$ cat config.mk
export PLATFORM = sky130hd
export DESIGN_NAME = rgnop_engine
export DESIGN_NICKNAME = d
export VERILOG_FILES = /design/src/rtl/rgnop_pkg.sv /design/src/rtl/rgnop_geom.sv /design/src/rtl/rgnop_walker.sv /design/src/rtl/rgnop_regs.sv /design/src/rtl/rgnop_engine.sv
export SDC_FILE = /design/constraint.sdc
export NUM_CORES = 1
export LEC_CHECK = 0
export BUFFER_PORTS_ARGS = -buffer_cell sky130_fd_sc_hd__buf_4
export CORE_UTILIZATION = 30
export DETAILED_ROUTE_END_ITERATION = 8
export SYNTH_ARGS = -nofsm -noshare
export SYNTH_HDL_FRONTEND = slang
export SYNTH_SLANG_ARGS = --single-unit
$ cat constraint.sdc
create_clock -name clk -period 12.15 [get_ports clk]
set_input_delay 0 -clock clk [delete_from_list [all_inputs] [get_ports clk]]
set_output_delay 0 -clock clk [all_outputs]
set_load 0.1 [all_outputs]
$ cat src/rtl/rgnop_pkg.sv
package rgnop_pkg;
   typedef enum logic [1:0] {
      TAG_NONE  = 2'b00,
      TAG_FLUSH = 2'b01,
      TAG_INV   = 2'b10,
      TAG_FLINV = 2'b11
   } tag_op_e;

   localparam logic [1:0] REG_CTRL  = 2'd0;
   localparam logic [1:0] REG_END   = 2'd1;
   localparam logic [1:0] REG_START = 2'd2;
   localparam logic [1:0] REG_WIPE  = 2'd3;

   localparam int BIT_OFF  = 0;
   localparam int BIT_IM   = 6;
   localparam int BIT_BUSY = 8;
   localparam int RGN_LO   = 9;
   localparam int RGN_HI   = 11;

   localparam logic [2:0] RGN_FLUSH = 3'b000;
   localparam logic [2:0] RGN_INV   = 3'b001;
endpackage

$ cat src/rtl/rgnop_geom.sv
module rgnop_geom #(
   parameter int ADDR_W   = 32,
   parameter int BIG_LOG2 = 7,
   parameter int SML_LOG2 = 6,
   parameter int SHW      = 3
) (
   input  logic [1:0]        line_sel,
   output logic [SHW-1:0]    line_shift,
   output logic [ADDR_W-1:0] line_mask
);
   initial assert (BIG_LOG2 < (1 << SHW) && SML_LOG2 < (1 << SHW) && BIG_LOG2 < ADDR_W);

   localparam logic [SHW-1:0] SH_BIG = SHW'(BIG_LOG2);
   localparam logic [SHW-1:0] SH_SML = SHW'(SML_LOG2);

   always_comb begin
      line_shift = (line_sel == 2'd0) ? SH_BIG : SH_SML;
      line_mask  = {ADDR_W{1'b1}} << line_shift;
   end
endmodule

$ cat src/rtl/rgnop_walker.sv
module rgnop_walker
   import rgnop_pkg::*;
#(
   parameter int ADDR_W = 32,
   parameter int SHW    = 3
) (
   input  logic              clk,
   input  logic              rst_n,
   input  logic              go,
   input  logic [ADDR_W-1:0] go_base,
   input  logic [ADDR_W:0]   go_limit,
   input  tag_op_e           go_op,
   input  logic [SHW-1:0]    go_shift,
   output logic              busy,
   output logic              tag_req,
   output logic [ADDR_W-1:0] tag_addr,
   output tag_op_e           tag_op,
   input  logic              tag_ack
);
   localparam int CW = ADDR_W + 1;

   logic           busy_q;
   logic [CW-1:0]  cur_q, lim_q, step, nxt;
   tag_op_e        op_q;
   logic [SHW-1:0] shift_q;
   logic [ADDR_W-1:0] low_bits;

   always_comb begin
      step     = CW'(1) << shift_q;
      nxt      = cur_q + step;
      low_bits = ~({ADDR_W{1'b1}} << shift_q);
   end

   always_ff @(posedge clk) begin
      if (!rst_n) begin
         busy_q  <= 1'b0;
         cur_q   <= '0;
         lim_q   <= '0;
         op_q    <= TAG_NONE;
         shift_q <= '0;
      end else if (!busy_q) begin
         if (go && (go_limit > {1'b0, go_base})) begin
            busy_q  <= 1'b1;
            cur_q   <= {1'b0, go_base};
            lim_q   <= go_limit;
            op_q    <= go_op;
            shift_q <= go_shift;
         end
      end else if (tag_ack) begin
         if (nxt >= lim_q) busy_q <= 1'b0;
         else              cur_q  <= nxt;
      end
   end

   assign busy     = busy_q;
   assign tag_req  = busy_q;
   assign tag_addr = cur_q[ADDR_W-1:0];
   assign tag_op   = busy_q ? op_q : TAG_NONE;

   assert_hold_req_R7: assert property (@(posedge clk) disable iff (!rst_n)
      tag_req && !tag_ack |=> tag_req && $stable(tag_addr) && $stable(tag_op));

   assert_step_R5: assert property (@(posedge clk) disable iff (!rst_n)
      tag_req && tag_ack |=> !tag_req || (tag_addr == $past(tag_addr) + (ADDR_W'(1) << shift_q)));

   assert_below_limit_R5: assert property (@(posedge clk) disable iff (!rst_n)
      tag_req |-> ({1'b0, tag_addr} < lim_q));

   assert_align_R6: assert property (@(posedge clk) disable iff (!rst_n)
      tag_req |-> ((tag_addr & low_bits) == '0));
endmodule

$ cat src/rtl/rgnop_regs.sv
module rgnop_regs
   import rgnop_pkg::*;
#(
   parameter int ADDR_W       = 32,
   parameter int SHW          = 3,
   parameter bit HAS_ENTIRE   = 1'b1,
   parameter int ENTIRE_LINES = 64
) (
   input  logic              clk,
   input  logic              rst_n,
   input  logic              wr,
   input  logic [1:0]        waddr,
   input  logic [ADDR_W-1:0] wdata,
   input  logic [1:0]        raddr,
   output logic [ADDR_W-1:0] rdata,
   input  logic              busy,
   input  logic [SHW-1:0]    line_shift,
   input  logic [ADDR_W-1:0] line_mask,
   output logic              go,
   output logic [ADDR_W-1:0] go_base,
   output logic [ADDR_W:0]   go_limit,
   output tag_op_e           go_op,
   output logic [SHW-1:0]    go_shift,
   output logic              cache_off
);
   initial assert (ADDR_W > RGN_HI && ENTIRE_LINES > 0);

   logic              off_q, im_q;
   logic [2:0]        rgn_q;
   logic [ADDR_W-1:0] end_q, start_q;
   logic              launch_rgn, launch_all, rgn_legal;
   tag_op_e           rgn_op, all_op;

   always_ff @(posedge clk) begin
      if (!rst_n) begin
         off_q   <= 1'b0;
         im_q    <= 1'b0;
         rgn_q   <= RGN_FLUSH;
         end_q   <= '0;
         start_q <= '0;
      end else if (wr) begin
         case (waddr)
            REG_CTRL: begin
               off_q <= wdata[BIT_OFF];
               im_q  <= wdata[BIT_IM];
               rgn_q <= wdata[RGN_HI:RGN_LO];
            end
            REG_END:   end_q <= wdata;
            REG_START: if (!busy) start_q <= wdata;
            default: ;
         endcase
      end
   end

   always_comb begin
      rgn_legal  = (rgn_q == RGN_FLUSH) || (rgn_q == RGN_INV);
      launch_rgn = wr && (waddr == REG_START) && !busy && rgn_legal;
      rgn_op     = (rgn_q == RGN_FLUSH) ? TAG_FLUSH : (im_q ? TAG_FLINV : TAG_INV);
      all_op     = im_q ? TAG_FLINV : TAG_INV;
   end

   generate
      if (HAS_ENTIRE) begin : g_entire
         assign launch_all = wr && (waddr == REG_WIPE) && wdata[0] && !busy;
      end else begin : g_no_entire
         assign launch_all = 1'b0;
      end
   endgenerate

   always_comb begin
      go       = launch_rgn || launch_all;
      go_shift = line_shift;
      if (launch_all) begin
         go_base  = '0;
         go_limit = (ADDR_W+1)'(ENTIRE_LINES) << line_shift;
         go_op    = all_op;
      end else begin
         go_base  = wdata & line_mask;
         go_limit = {1'b0, end_q & line_mask};
         go_op    = rgn_op;
      end
   end

   always_comb begin
      rdata = '0;
      case (raddr)
         REG_CTRL: begin
            rdata[BIT_OFF]       = off_q;
            rdata[BIT_IM]        = im_q;
            rdata[BIT_BUSY]      = busy;
            rdata[RGN_HI:RGN_LO] = rgn_q;
         end
         REG_END:   rdata = end_q;
         REG_START: rdata = start_q;
         default:   rdata = '0;
      endcase
   end

   assign cache_off = off_q;

   assert_ctrl_keep_R11: assert property (@(posedge clk) disable iff (!rst_n)
      wr && (waddr == REG_CTRL) |=> cache_off == $past(wdata[BIT_OFF]));

   assert_start_drop_R8: assert property (@(posedge clk) disable iff (!rst_n)
      busy && wr && (waddr == REG_START) |=> $stable(start_q));
endmodule

$ cat src/rtl/rgnop_engine.sv
module rgnop_engine
   import rgnop_pkg::*;
#(
   parameter int ADDR_W       = 32,
   parameter int BIG_LOG2     = 7,
   parameter int SML_LOG2     = 6,
   parameter bit HAS_ENTIRE   = 1'b1,
   parameter int ENTIRE_LINES = 64
) (
   input  logic              clk,
   input  logic              rst_n,
   input  logic [1:0]        line_sel,
   input  logic              reg_wr,
   input  logic [1:0]        reg_waddr,
   input  logic [ADDR_W-1:0] reg_wdata,
   input  logic [1:0]        reg_raddr,
   output logic [ADDR_W-1:0] reg_rdata,
   output logic              cache_off,
   output logic              tag_req,
   output logic [ADDR_W-1:0] tag_addr,
   output logic [1:0]        tag_op,
   input  logic              tag_ack
);
   localparam int SHW = $clog2(ADDR_W);

   logic [SHW-1:0]    line_shift, go_shift;
   logic [ADDR_W-1:0] line_mask, go_base;
   logic [ADDR_W:0]   go_limit;
   logic              go, busy;
   tag_op_e           go_op, op_w;

   rgnop_geom #(.ADDR_W(ADDR_W), .BIG_LOG2(BIG_LOG2), .SML_LOG2(SML_LOG2), .SHW(SHW)) u_geom (
      .line_sel(line_sel), .line_shift(line_shift), .line_mask(line_mask));

   rgnop_regs #(.ADDR_W(ADDR_W), .SHW(SHW), .HAS_ENTIRE(HAS_ENTIRE),
                .ENTIRE_LINES(ENTIRE_LINES)) u_regs (
      .clk(clk), .rst_n(rst_n), .wr(reg_wr), .waddr(reg_waddr), .wdata(reg_wdata),
      .raddr(reg_raddr), .rdata(reg_rdata), .busy(busy), .line_shift(line_shift),
      .line_mask(line_mask), .go(go), .go_base(go_base), .go_limit(go_limit),
      .go_op(go_op), .go_shift(go_shift), .cache_off(cache_off));

   rgnop_walker #(.ADDR_W(ADDR_W), .SHW(SHW)) u_walk (
      .clk(clk), .rst_n(rst_n), .go(go), .go_base(go_base), .go_limit(go_limit),
      .go_op(go_op), .go_shift(go_shift), .busy(busy), .tag_req(tag_req),
      .tag_addr(tag_addr), .tag_op(op_w), .tag_ack(tag_ack));

   assign tag_op = op_w;

   assert_launch_src_R2: assert property (@(posedge clk) disable iff (!rst_n)
      $rose(tag_req) |-> $past(reg_wr) &&
         (($past(reg_waddr) == REG_START) || ($past(reg_waddr) == REG_WIPE)));

   assert_op_valid_R4: assert property (@(posedge clk) disable iff (!rst_n)
      tag_req |-> (tag_op != 2'b00));
endmodule

# [After elaboration in Yosys (flattened, before gate mapping)]
# Index checks and enable logic that the tools add are counted.
[totals] ff_bits=143 input_bits=42 output_inout_bits=68 elab_cells=68
[op_classes] addsub=1 magnitude_cmp=2 n_eq_ne=8 shift=3 mux=21 bitwise=3 n_reduce_logical=20
[op_table] cell="$mux 33" n=5
[op_table] cell="$and 32x32->32" n=2
[op_table] cell="$pmux 20 s2" n=1
[op_table] cell="$add 33x33->33" n=1
[op_table] cell="$ge 33x33->1" n=1
[op_table] cell="$gt 33x32->1" n=1
[op_table] cell="$shl 1x5->33 const A" n=1
[op_table] cell="$shl 7x3->33 const A" n=1
[op_table] cell="$mux 32" n=1
[op_table] cell="$shl 32x5->32 const A" n=1
[op_table] cell="$pmux 4 s3" n=1
[op_table] cell="$pmux 5 s2" n=1
[op_table] cell="$logic_and 1x1->1" n=7
[op_table] cell="$eq 2x2->1 const B" n=3
[op_table] cell="$logic_not 2->1" n=3
[op_table] cell="$mux 1" n=6
[op_table] cell="$mux 2" n=3
[op_table] cell="$pmux 1 s3" n=2
[op_table] cell="$reduce_and 2->1" n=3
[op_table] cell="$reduce_and 3->1" n=2
[op_table] cell="$eq 2x1->1 const B" n=2
[op_table] cell="$ne 2x2->1 const B" n=2
[op_table] cell="$eq 3x1->1 const B" n=1
[op_table] cell="$logic_not 3->1" n=1
[op_table] cell="other kinds (5)" n=6

# [Logic depth before layout (Yosys ltp)]
[logic_depth] ltp_word=9 ltp_mapped=20

# [Hierarchy]
# A second synthesis with hierarchy kept.
[unflattened] cells_unflattened=1400 hier_area_um2=11049.3
[by_module_without_submodules] module="rgnop_walker" n_inst=1 cells_per_inst=830 area_each_um2=6775.2 seq_area_each_um2=1481.4
[by_module_without_submodules] module="rgnop_regs" n_inst=1 cells_per_inst=531 area_each_um2=3993.8 seq_area_each_um2=1381.3
[by_module_without_submodules] module="rgnop_geom" n_inst=1 cells_per_inst=39 area_each_um2=280.3 seq_area_each_um2=0.0

# [Worst setup path after synthesis]
# Ideal clock, no wire load.
[synth_timing] path_type="reg2reg" start="reg u_walk.busy_q, in the netlist u_walk.busy" end="reg u_walk.cur_q[29]" setup_time_ns=0.121 arrival_time_ns=4.688 t_required_ns=12.029 setup_slack_ns=7.341 path_stages_with_launch=17 n_path_buf=5 period_less_slack_ns=4.809 cell_sequence="dfxtp_1 clkbuf_1 and3b_1 nand3_1 clkbuf_1 clkbuf_1 clkbuf_1 nand2_1 ha_1 nand4_1 or4_1 or2_0 o32a_1 a31oi_4 o21ai_4 buf_6 mux2_4"
[synth_between] elab_chain_len=7 word_cells_on_any_way=15 cone_classes="order compare: 1; eq/ne: 2; mux: 4; reduce/logical: 8"
[synth_rtl] item="start: declaration" line_no="rgnop_walker.sv:22" text="logic busy_q;"
[synth_rtl] item="start signal: assignment" line_no="rgnop_walker.sv:36" text="busy_q <= 1'b0;"
[synth_rtl] item="start signal: assignment" line_no="rgnop_walker.sv:43" text="busy_q <= 1'b1;"
[synth_rtl] item="start signal: assignment" line_no="rgnop_walker.sv:50" text="if (nxt >= lim_q) busy_q <= 1'b0;"
[synth_rtl] item="$logic_not 1->1"
[synth_rtl] item="$logic_and 1x1->1 (on tied branches)" line_no="rgnop_regs.sv:64, rgnop_regs.sv:57"
[synth_rtl] item="$mux 33, or another cell as far along" line_no="rgnop_regs.sv:73" text="if (launch_all) begin"
[synth_rtl] item="$gt 33x32->1 or $logic_or 1x1->1 (tied branches)" line_no="rgnop_walker.sv:42, rgnop_regs.sv:71"
[synth_rtl] item="$logic_and 1x1->1" line_no="rgnop_walker.sv:42" text="if (go && (go_limit > {1'b0, go_base})) begin"
[synth_rtl] item="$reduce_bool 2->1 (no line)"
[synth_rtl] item="$reduce_and 3->1 (no line)"
[synth_rtl] item="end signal: assignment" line_no="rgnop_walker.sv:44" text="cur_q <= {1'b0, go_base};"
[synth_rtl] item="end signal: assignment" line_no="rgnop_walker.sv:51" text="else cur_q <= nxt;"
[synth_rtl] item="end: declaration" line_no="rgnop_walker.sv:23" text="logic [CW-1:0] cur_q, lim_q, step, nxt;"
# Parallel ways exist; a longest one is shown, timed or not. The select of a mux whose other input is x is not followed.
# A chain may end at the register's enable or synchronous reset.

# [Final worst setup path]
[layout_timing] start="reg u_walk.shift_q[0]" end="reg u_walk.cur_q[6]"
[layout_between] elab_chain_len=5 word_cells_on_any_way=8 cone_classes="add/sub: 1; order compare: 1; eq/ne: 1; shift: 1; mux: 3; reduce/logical: 1"
[layout_rtl] item="start: declaration" line_no="rgnop_walker.sv:25" text="logic [SHW-1:0] shift_q;"
[layout_rtl] item="start signal: assignment" line_no="rgnop_walker.sv:47" text="shift_q <= go_shift;"
[layout_rtl] item="$shl 1x5->33 (*)" line_no="rgnop_walker.sv:29" text="step = CW'(1) << shift_q;"
[layout_rtl] item="$add 33x33->33 (*)" line_no="rgnop_walker.sv:30" text="nxt = cur_q + step;"
[layout_rtl] item="$ge 33x33->1 or $mux 33 (tied branches)" line_no="rgnop_walker.sv:50"
[layout_rtl] item="$ne 2x2->1 (no line) or $mux 33 (tied branches)"
[layout_rtl] item="$reduce_and 3->1 (no line) or $mux 33 (tied branches)"
# Every way passes the cells marked *; elsewhere a longest branch is shown, timed or not. The select of a mux whose other input is x is not followed.

==> impl_metrics.yaml <==
floorplanning:
  dieArea_sq_mm: 0.0287
  die_w_um: 169
  fp-row-count: 60
  initial_core_util_pct: 30.9
  die_h_um: 169
  coreArea_sq_mm: 0.0272
  boundaryPins: 110
clock_tree:
  cts_max_path_buffers: 2
  cts_resized: 0
  cts.clk_slew.worst_paths_ps: 70
  cts_inserted_buffers: 17
  clk_latency_ps: 430
  htreeDepth: 4
  root_buffer: "clkbuf_16"
  cts_sinks: 133
  cts_tree: "yes"
setup_path:
  path_class: "flop to flop"
  critPathMaxFanout: 22
  rr_endpoint: "u_walk.cur_q[6]"
  critical_path_arrival_ps: 5670
  crit_required_ps: 12470
  rr_worst_depth: 18
  cp-startpoint: "u_walk.shift_q[0]"
  cp-endpoint: "u_walk.cur_q[6]"
  cp-start-kind: "flop"
  r2r_start: "u_walk.shift_q[0]"
  r2r_slack_ps: 6790
  end_kind: "flop"
cells_and_area:
  design_area_sq_mm: 0.0102
  instances_no_fill: 1561
  drive_above_1_share_pct: 14.1
  num-fill-cells: 2872
  nets: 1283
  syn_to_final_growth_pct: 21.5
  n_antenna_cell: 0
timing:
  setup_tns_ps: 0
  setup_viol: 0
  fmax_mhz: 187
  worst_pin_slew_ps: 1130
  hold_violations: 0
  drv_slew: 0
  slew_headroom_pct: 24.6
  whs_ps: 37.3
  fin_crit_sh_pct: 44.1
  finalCriticalPeriod_ps: 5360
  rsz0062_at_grt: "false"
  skew_ps: 11.9
routing:
  routed_via_density: 5.16
  routedWlPerCell_um: 17.3
  route.detailed.drc: 0
  vias: 8047
  dr.pass1.iters: 5
  ant_nets: 0
  routed_wl_um: 26900
  drt_iter0_markers: 817
yosys:
  synth.avg_cell_area_sq_um: 7.64
  yosys_warnings: 0
  async_reset_ff_share_pct: 0
  yosys.cell_types.count: 63
  syn_inst: 1099
  yosysSeqAreaShare_pct: 31.7
  synth_area_sq_mm: 0.00839
  synth_edf_count: 0
  synth_flop_cell: "dfxtp_1"
  ys_seq_elements: 133
outcome:
  outcome: "complete, no violations"
global_route:
  gr-usage-all-layers_pct: 18.9
  grt_max_degree: 104
  grt_overflow: 0
  grt_first_pass_wirelength_um: 42000
  antenna_found_initial: 0
  grt_pass1_vias: 7375
pwr:
  p_per_area_mw_per_mm2: 109
  ir_drop_uv: 77.3
  finalPower_uw: 1110
  leakage_uw: 0.00407
place:
  dpl.cell_count: 1496
  post-dp-hpwl_um: 19500
  portBuffers: 109
  place_area_sq_mm: 0.00925
  place.gp.congestion: 0.924
flow_run:
  maxCapViolations: 0
min_path:
  hp-class: "input pin to flop"
cell usage in the layout (no fill, tap or decap), types with 20 or more instances in the layout:
cell type      netlist  routed
a21oi_1            122     122
dlygate4sd3_1        0      33
o21ai_0             20      20
nor2b_1             28      27
xnor2_1             22      22
buf_4               36     121
and2_1              31      31
nor2_1              41      41
a22oi_1             28      28
dfxtp_1            133     133
nand2_1            257     257
inv_1               45      44
ha_1                64      64
mux2i_1             20      20
how the worst min path moves through the flow:
stage / start / to / slack [ps] / depth (start not counted)
floorplan: reg_wdata[0] / u_regs.end_q[0] / 140 / 2
detailed placement: reg_wdata[4] / u_regs.start_q[4] / 270 / 3
CTS: tag_ack / u_walk.cur_q[24] / 10 / 4
global route: tag_ack / u_walk.cur_q[24] / 20 / 4
finish: tag_ack / u_walk.cur_q[24] / 40 / 4
global placement: reg_wdata[5] / u_regs.start_q[5] / 260 / 3
cell type report:
| class | instances | area [sq um] | area share, % |
|---|---|---|---|
| clock buffers | 17 | 425 | 4.17 |
| clock inverters | 15 | 198 | 1.94 |
| inverters | 45 | 170 | 1.67 |
| multi-input cells | 825 | 5040 | 49.4 |
| flip-flops and latches | 133 | 2660 | 26.1 |
| well taps | 372 | 465 | 4.56 |
| repair buffers | 154 | 1240 | 12.1 |
power by group:
group | switching [uW] | internal (uW)
Sequential | 5.61 | 444
Combinational | 80.3 | 45.4
Clock | 240 | 299
Total | 326 | 789
cell usage after synthesis (7+ instances only):
cell type  instances  area (sq um)
a32o_1             9          90.1
nor2_1            41           154
nand4_1           16           100
a22oi_1           28           210
nor4_1             9          56.3
nor2b_1           28           175
ha_1              64           801
o21ai_0           20           100
mux2i_1           20           200
inv_1             45           169
nand2_1          257           965
a31oi_1            7          43.8
nor3_1            19          95.1
a21oi_1          122           611
a211oi_1           9          67.6
xnor2_1           22           193
nand3_1           17          85.1
dfxtp_1          133          2660
and2_1            31           194
buf_4             36           270
clkbuf_1          54           203
flip-flops by register name (all words and copies together), names as in the netlist:
| name | count |
|---|---|
| u_regs.im_q | 1 |
| u_regs.start_q | 32 |
| u_walk.busy | 1 |
| u_regs.cache_off | 1 |
| u_walk.shift_q | 2 |
| u_regs.end_q | 32 |
| u_walk.cur_q | 33 |
| u_regs.rgn_q | 3 |
| u_walk.lim_q | 26 |
| u_walk.op_q | 2 |
logic make-up (layout without fill, tap and decap cells):
family | count (synthesis) | count (layout) | share of synthesized area, %
buffers and inverters | 144 | 231 | 8.45
adders and majority gates | 65 | 65 | 9.78
other | 1 | 4 | 0.0447
DFF | 133 | 133 | 31.7
AOI/OAI and AO/OA | 255 | 255 | 19.6
xor gates and xnor gates | 28 | 28 | 2.92
and+or+nand+nor | 448 | 448 | 24.3
muxes | 25 | 25 | 3.19
stage by stage:
stage | utilization, % | worst slack, ps
6_report | 37.5 | 6790
5_1_grt | 37.5 | 6490
4_1_cts | 37.5 | 6840
3_5_place_dp | 34.0 | 6900
3_3_place_gp | 34.0 | 6960
2_1_floorplan | - | 7340
routing by layer:
layer  wire (um)  global-route usage [%]  up-vias
met5           0                       0        -
met4         349                    5.17        0
met3        2090                    3.13       21
met2       11500                    28.1      356
met1       13000                    27.8     3731
li1            -                       -     3939
worst max-delay path, cell delays in order (launching register included):
cell	delay (ps)
dfxtp_1	340
nor2_1	120
ha_1	200
inv_1	70
fa_1	390
nand3b_1	200
a21oi_1	380
o21ai_0	180
buf_4	220
nor4_1	240
xnor2_1	140
ha_1	310
nand4_1	120
nor3_1	210
nand2_1	100
or4_1	440
and4_1	370
o21ai_4	780
mux2_2	410
timing repair:
item	CTS	global route
hold buffers	33	0
hold endpoints to repair	71	0
setup buffers	0	0
Power figures use the tool's default switching activity.
